$ cat src/rtl/ssr_pkg.sv
package ssr_pkg;

  // widest chain the polarity helper supports
  parameter int MAX_STAGES = 256;

  typedef enum logic [1:0] {
    OP_HOLD  = 2'd0,
    OP_SHIFT = 2'd1,
    OP_LOAD  = 2'd2,
    OP_CLEAR = 2'd3
  } ssr_op_e;

  // bit i of the result = XOR of mask bits 0..i (stored polarity of stage i)
  function automatic logic [MAX_STAGES-1:0] prefix_parity(input logic [MAX_STAGES-1:0] mask);
    logic [MAX_STAGES-1:0] acc;
    logic run;
    run = 1'b0;
    for (int i = 0; i < MAX_STAGES; i++) begin
      run    = run ^ mask[i];
      acc[i] = run;
    end
    return acc;
  endfunction

endpackage

$ cat src/rtl/ssr_stage.sv
module ssr_stage
  import ssr_pkg::*;
#(
  parameter logic INV_IN = 1'b0,  // inverter on the shift path into this stage
  parameter logic POL    = 1'b0   // stored polarity of this stage
) (
  input  logic    clk,
  input  ssr_op_e op,
  input  logic    shift_d,        // stored value of the previous stage or scan input
  input  logic    load_d,         // true value from the kernel
  output logic    q_raw,
  output logic    q_true
);

  logic q;

  always_ff @(posedge clk) begin
    unique case (op)
      OP_CLEAR: q <= 1'b0;
      OP_SHIFT: q <= shift_d ^ INV_IN;
      OP_LOAD:  q <= load_d ^ POL;
      default:  q <= q;
    endcase
  end

  assign q_raw  = q;
  assign q_true = q ^ POL;

endmodule

$ cat src/rtl/ssr_guard.sv
module ssr_guard
  import ssr_pkg::*;
(
  input  logic    clk,
  input  ssr_op_e op,
  input  logic    tap,      // stored value of the last stage
  output logic    locked,
  output logic    scan_out
);

  always_ff @(posedge clk) begin
    if (op == OP_CLEAR)     locked <= 1'b1;
    else if (op == OP_LOAD) locked <= 1'b0;
  end

  assign scan_out = tap & ~locked;

endmodule

$ cat src/rtl/ssr_ctrl.sv
module ssr_ctrl
  import ssr_pkg::*;
(
  input  logic    rst,
  input  logic    scan_en,
  input  logic    capture,
  output ssr_op_e op
);

  always_comb begin
    if (rst)          op = OP_CLEAR;
    else if (scan_en) op = OP_SHIFT;
    else if (capture) op = OP_LOAD;
    else              op = OP_HOLD;
  end

endmodule

$ cat src/rtl/inv_scan_reg.sv
module inv_scan_reg
  import ssr_pkg::*;
#(
  parameter int                STAGES   = 8,
  parameter logic [STAGES-1:0] INV_MASK = 8'b0110_1001  // bit i: inverter in front of stage i
) (
  input  logic              clk,
  input  logic              rst,
  input  logic              scan_en,
  input  logic              capture,
  input  logic              scan_in,
  input  logic [STAGES-1:0] par_in,
  output logic [STAGES-1:0] par_out,
  output logic              scan_out
);

  localparam logic [MAX_STAGES-1:0] WIDE_MASK = MAX_STAGES'(INV_MASK);
  localparam logic [STAGES-1:0]     POL_MAP   = STAGES'(prefix_parity(WIDE_MASK));
  localparam int                    INV_COUNT = $countones(INV_MASK);

  generate
    if (STAGES < 2 || STAGES > MAX_STAGES) begin : g_bad_len
      $error("inv_scan_reg: STAGES out of range");
    end
    if ((INV_COUNT % 2) != 0) begin : g_odd_inv
      $error("inv_scan_reg: inverter count must be even");
    end
  endgenerate

  ssr_op_e           op;
  logic [STAGES-1:0] raw;
  logic              locked;

  ssr_ctrl u_ctrl (
    .rst     (rst),
    .scan_en (scan_en),
    .capture (capture),
    .op      (op)
  );

  genvar i;
  generate
    for (i = 0; i < STAGES; i++) begin : g_stage
      logic sd;
      if (i == 0) begin : g_head
        assign sd = scan_in;
      end else begin : g_body
        assign sd = raw[i-1];
      end
      ssr_stage #(
        .INV_IN (INV_MASK[i]),
        .POL    (POL_MAP[i])
      ) u_stage (
        .clk     (clk),
        .op      (op),
        .shift_d (sd),
        .load_d  (par_in[i]),
        .q_raw   (raw[i]),
        .q_true  (par_out[i])
      );
    end
  endgenerate

  // even inverter count: last stage polarity is zero, tap needs no correction
  ssr_guard u_guard (
    .clk      (clk),
    .op       (op),
    .tap      (raw[STAGES-1]),
    .locked   (locked),
    .scan_out (scan_out)
  );

endmodule

$ cat config.mk
export PLATFORM = sky130hd
export DESIGN_NAME = inv_scan_reg
export DESIGN_NICKNAME = d
export VERILOG_FILES = /design/src/rtl/ssr_pkg.sv /design/src/rtl/ssr_stage.sv /design/src/rtl/ssr_guard.sv /design/src/rtl/ssr_ctrl.sv /design/src/rtl/inv_scan_reg.sv
export SDC_FILE = /design/constraint.sdc
export NUM_CORES = 1
export LEC_CHECK = 0
export BUFFER_PORTS_ARGS = -buffer_cell sky130_fd_sc_hd__clkbuf_2
export CELL_PAD_IN_SITES_DETAIL_PLACEMENT = 1
export CELL_PAD_IN_SITES_GLOBAL_PLACEMENT = 1
export CORE_MARGIN = 2
export CORE_UTILIZATION = 29
export DETAILED_ROUTE_END_ITERATION = 6
export PLACE_DENSITY = 0.73
export SLEW_MARGIN = 20
export SYNTH_ARGS = -nofsm -noshare
export SYNTH_HDL_FRONTEND = slang
export SYNTH_SLANG_ARGS = --single-unit
export TNS_END_PERCENT = 50
$ cat constraint.sdc
create_clock -name clk -period 1.17 [get_ports clk]
set_input_delay 0.234 -clock clk [delete_from_list [all_inputs] [get_ports clk]]
set_output_delay 0.234 -clock clk [all_outputs]
set_load 0.01 [all_outputs]
==> results_dict.tcl <==
set metrics [dict create \
    status "finished, final reports clean" \
    h-tree-depth 1 \
    synth_area_sq_um 513.0 \
    syn-num-nets 61 \
    start_util_pct 30.37 \
    synthMuxAreaShare_pct 0 \
    synth_compound_area_share_pct 12.20 \
    vias_per_cell 4.595 \
    ys_ff_latch 9 \
    peakVddDrop_uv 354.5 \
    insertedDiodeCount 0 \
    antenna_left 0 \
    gp_congestion 0.6850 \
    max_freq_mhz 871.8 \
    multi_input_area_sq_um 161.4 \
    placedCellCount 80 \
    power_frac_comb_pct 16.7 \
    p_clk_share_pct 31.4 \
    vias 386 \
    grt_max_degree 18 \
    p_sw_uw 183.6 \
    swShare_pct 24.23 \
    antenna_found_initial 0 \
    fp.dieH_um 46.06 \
    grt_usage_pct 10.12 \
    min_period_ns 1.147 \
    p_per_area_nw_per_um2 1224 \
    design_area_sq_um 619.3 \
    nFillCells 212 \
    worstSetupEndpointType "output pin" \
    final.setup.tns_ns 0 \
    worst_slack_ns 0.02300 \
    routedWlPerCell_um 12.14 \
    dp_slack_ns 0.002998 \
    cts_buffers 3 \
    cp.required_ns 0.94 \
    synth_area_per_cell_sq_um 10.69 \
    relSlewSlack_pct 78.14 \
    final_cell_mix "clkbuf_2, edfxtp_1" \
    dp_hpwl_um 800.9 \
    coreArea_sq_um 1689 \
    worst_pin_slew_ns 0.3278 \
    syn2layout_area_growth_pct 20.73 \
    cts-root-buf "clkbuf_4" \
    dr.first_iter.drc_count 1 \
    synth-seq-area-share_pct 50.73 \
    grt-ovfl-total 0 \
    die_area_sq_um 2122 \
    hold_viol 0 \
    setup_viol 0 \
    syn_inst 48 \
    worstPathCellList "nor2b_1 > clkbuf_2" \
    crit_type "flop to output pin" \
    ctsResizeCount 0 \
    yosys_warnings 0 \
    startpoint_type "flop" \
    synth_top_family_by_area "simple AND/OR/NAND/NOR gates" \
    cts_tree "done" \
    cts_sinks 9 \
    skew_ns 0.009029 \
    ys.flop_type "edfxtp_1" \
    mostFrequentLayoutCell "clkbuf_2" \
    p_leak_nw 0.2792 \
    clk_pin_slew_worst_paths_ns 0.07 \
    seqPwrFrac_pct 51.8 \
    grt_pass1_wl_um 1490 \
    hold_path_class "primary input to flop" \
    fin_cells 84 \
    whs_ns 0.2922 \
    cts_hold_buf 0 \
    ys_types 15 \
    worstPathArrival_ns 0.91 \
    ioPinCount 22 \
    port_buffers 21 \
    synth-simple-area-share_pct 19.27 \
    grt_pass1_vias 371 \
    rsz0062_at_grt "no" \
    cp_slowest_stage_delay_ns 0.39 \
    fin_util_pct 36.67 \
    drc 0 \
    cap_violations 0 \
    postCtsSetupBuffers 0 \
    crit_fanout 2 \
    slew_viol_final 0 \
    crit_slowest_cell "edfxtp_1" \
    placed_cell_area_sq_um 593.1 \
    regArea_sq_um 260.3 \
    die_x_um 46.06 \
    total_power_uw 757.9 \
    rows 15 \
    synth_edf_count 8 \
    dr.pass1.iters 2 \
    cts_max_path_buffers 2 \
    yosys.area_share.adder_pct 0 \
    internal-power_uw 574.3 \
    drive_gt1_share_pct 41.79 \
    fin_crit_sh_pct 98.03 \
    fin_nets 81 \
    synth_xor_area_share_pct 0 \
    clk_latency_ns 0.26 \
    routed_wirelength_um 1020 \
    async_flop_share_pct 0 \
]
-- cell usage after synthesis (3+ instances only) --
library cell  count  area, sq um
buf_4             8        60.06
edfxtp_1          8        240.2
a21oi_1           4        20.02
inv_1             4        15.01
nand2_1           4        15.01
nand3b_1          4        30.03
o32ai_1           4        35.03
nand2b_1          3        18.77
or2b_1            3        22.52
-- power by group through the flow --
stage / clock network [mW] / registers [mW] / logic (mW)
3_3_place_gp: 0 / 0.400 / 0.126
6_report: 0.238 / 0.393 / 0.127
5_1_grt: 0.247 / 0.397 / 0.142
4_1_cts: 0.244 / 0.394 / 0.129
2_1_floorplan: 0 / 0.396 / 0.0967
3_5_place_dp: 0 / 0.400 / 0.128
-- final cells by class --
class	count	share of cell area (%)
Clock buffer	4	4.242
Inverter	4	2.424
Multi-Input combinational cell	25	26.06
Sequential cell	9	42.02
Tap cell	17	3.434
Timing Repair Buffer	25	21.82
-- sequential cells by signal, indices dropped and copies added, names as in the netlist --
signal                 flops
g_stage.u_stage.q_raw      8
u_guard.locked             1
-- final timing paths --
path,slack [ns],startpoint,depth (start not counted),end
worst min register to register,0.45,u_guard.locked,1,u_guard.locked
worst max-delay path,0.02,g_stage[7].u_stage.q_raw,2,scan_out
worst min-delay path,0.29,par_in[5],2,g_stage[5].u_stage.q_raw
worst max register to register,0.27,g_stage[4].u_stage.q_raw,2,g_stage[5].u_stage.q_raw
-- cells by family after synthesis --
family          count (synthesis)
compound gates                  9
flops                           9
simple gates                   16
buf+inv                        14
-- metal layers --
metal | global-route usage [%] | share of wire [%]
met1 | 12.93 | 48
met2 | 15.00 | 46
met3 | 1.176 | 4.1
met4 | 8.571 | 1.7
met5 | 0 | 0
-- worst max-delay path: cells and delay by family, from the launching register on --
family	cells	cell delay, ns
AND/OR/NAND/NOR	1	0.14
buffers and inverters	1	0.12
flip-flops	1	0.39
Power figures use the tool's default switching activity.
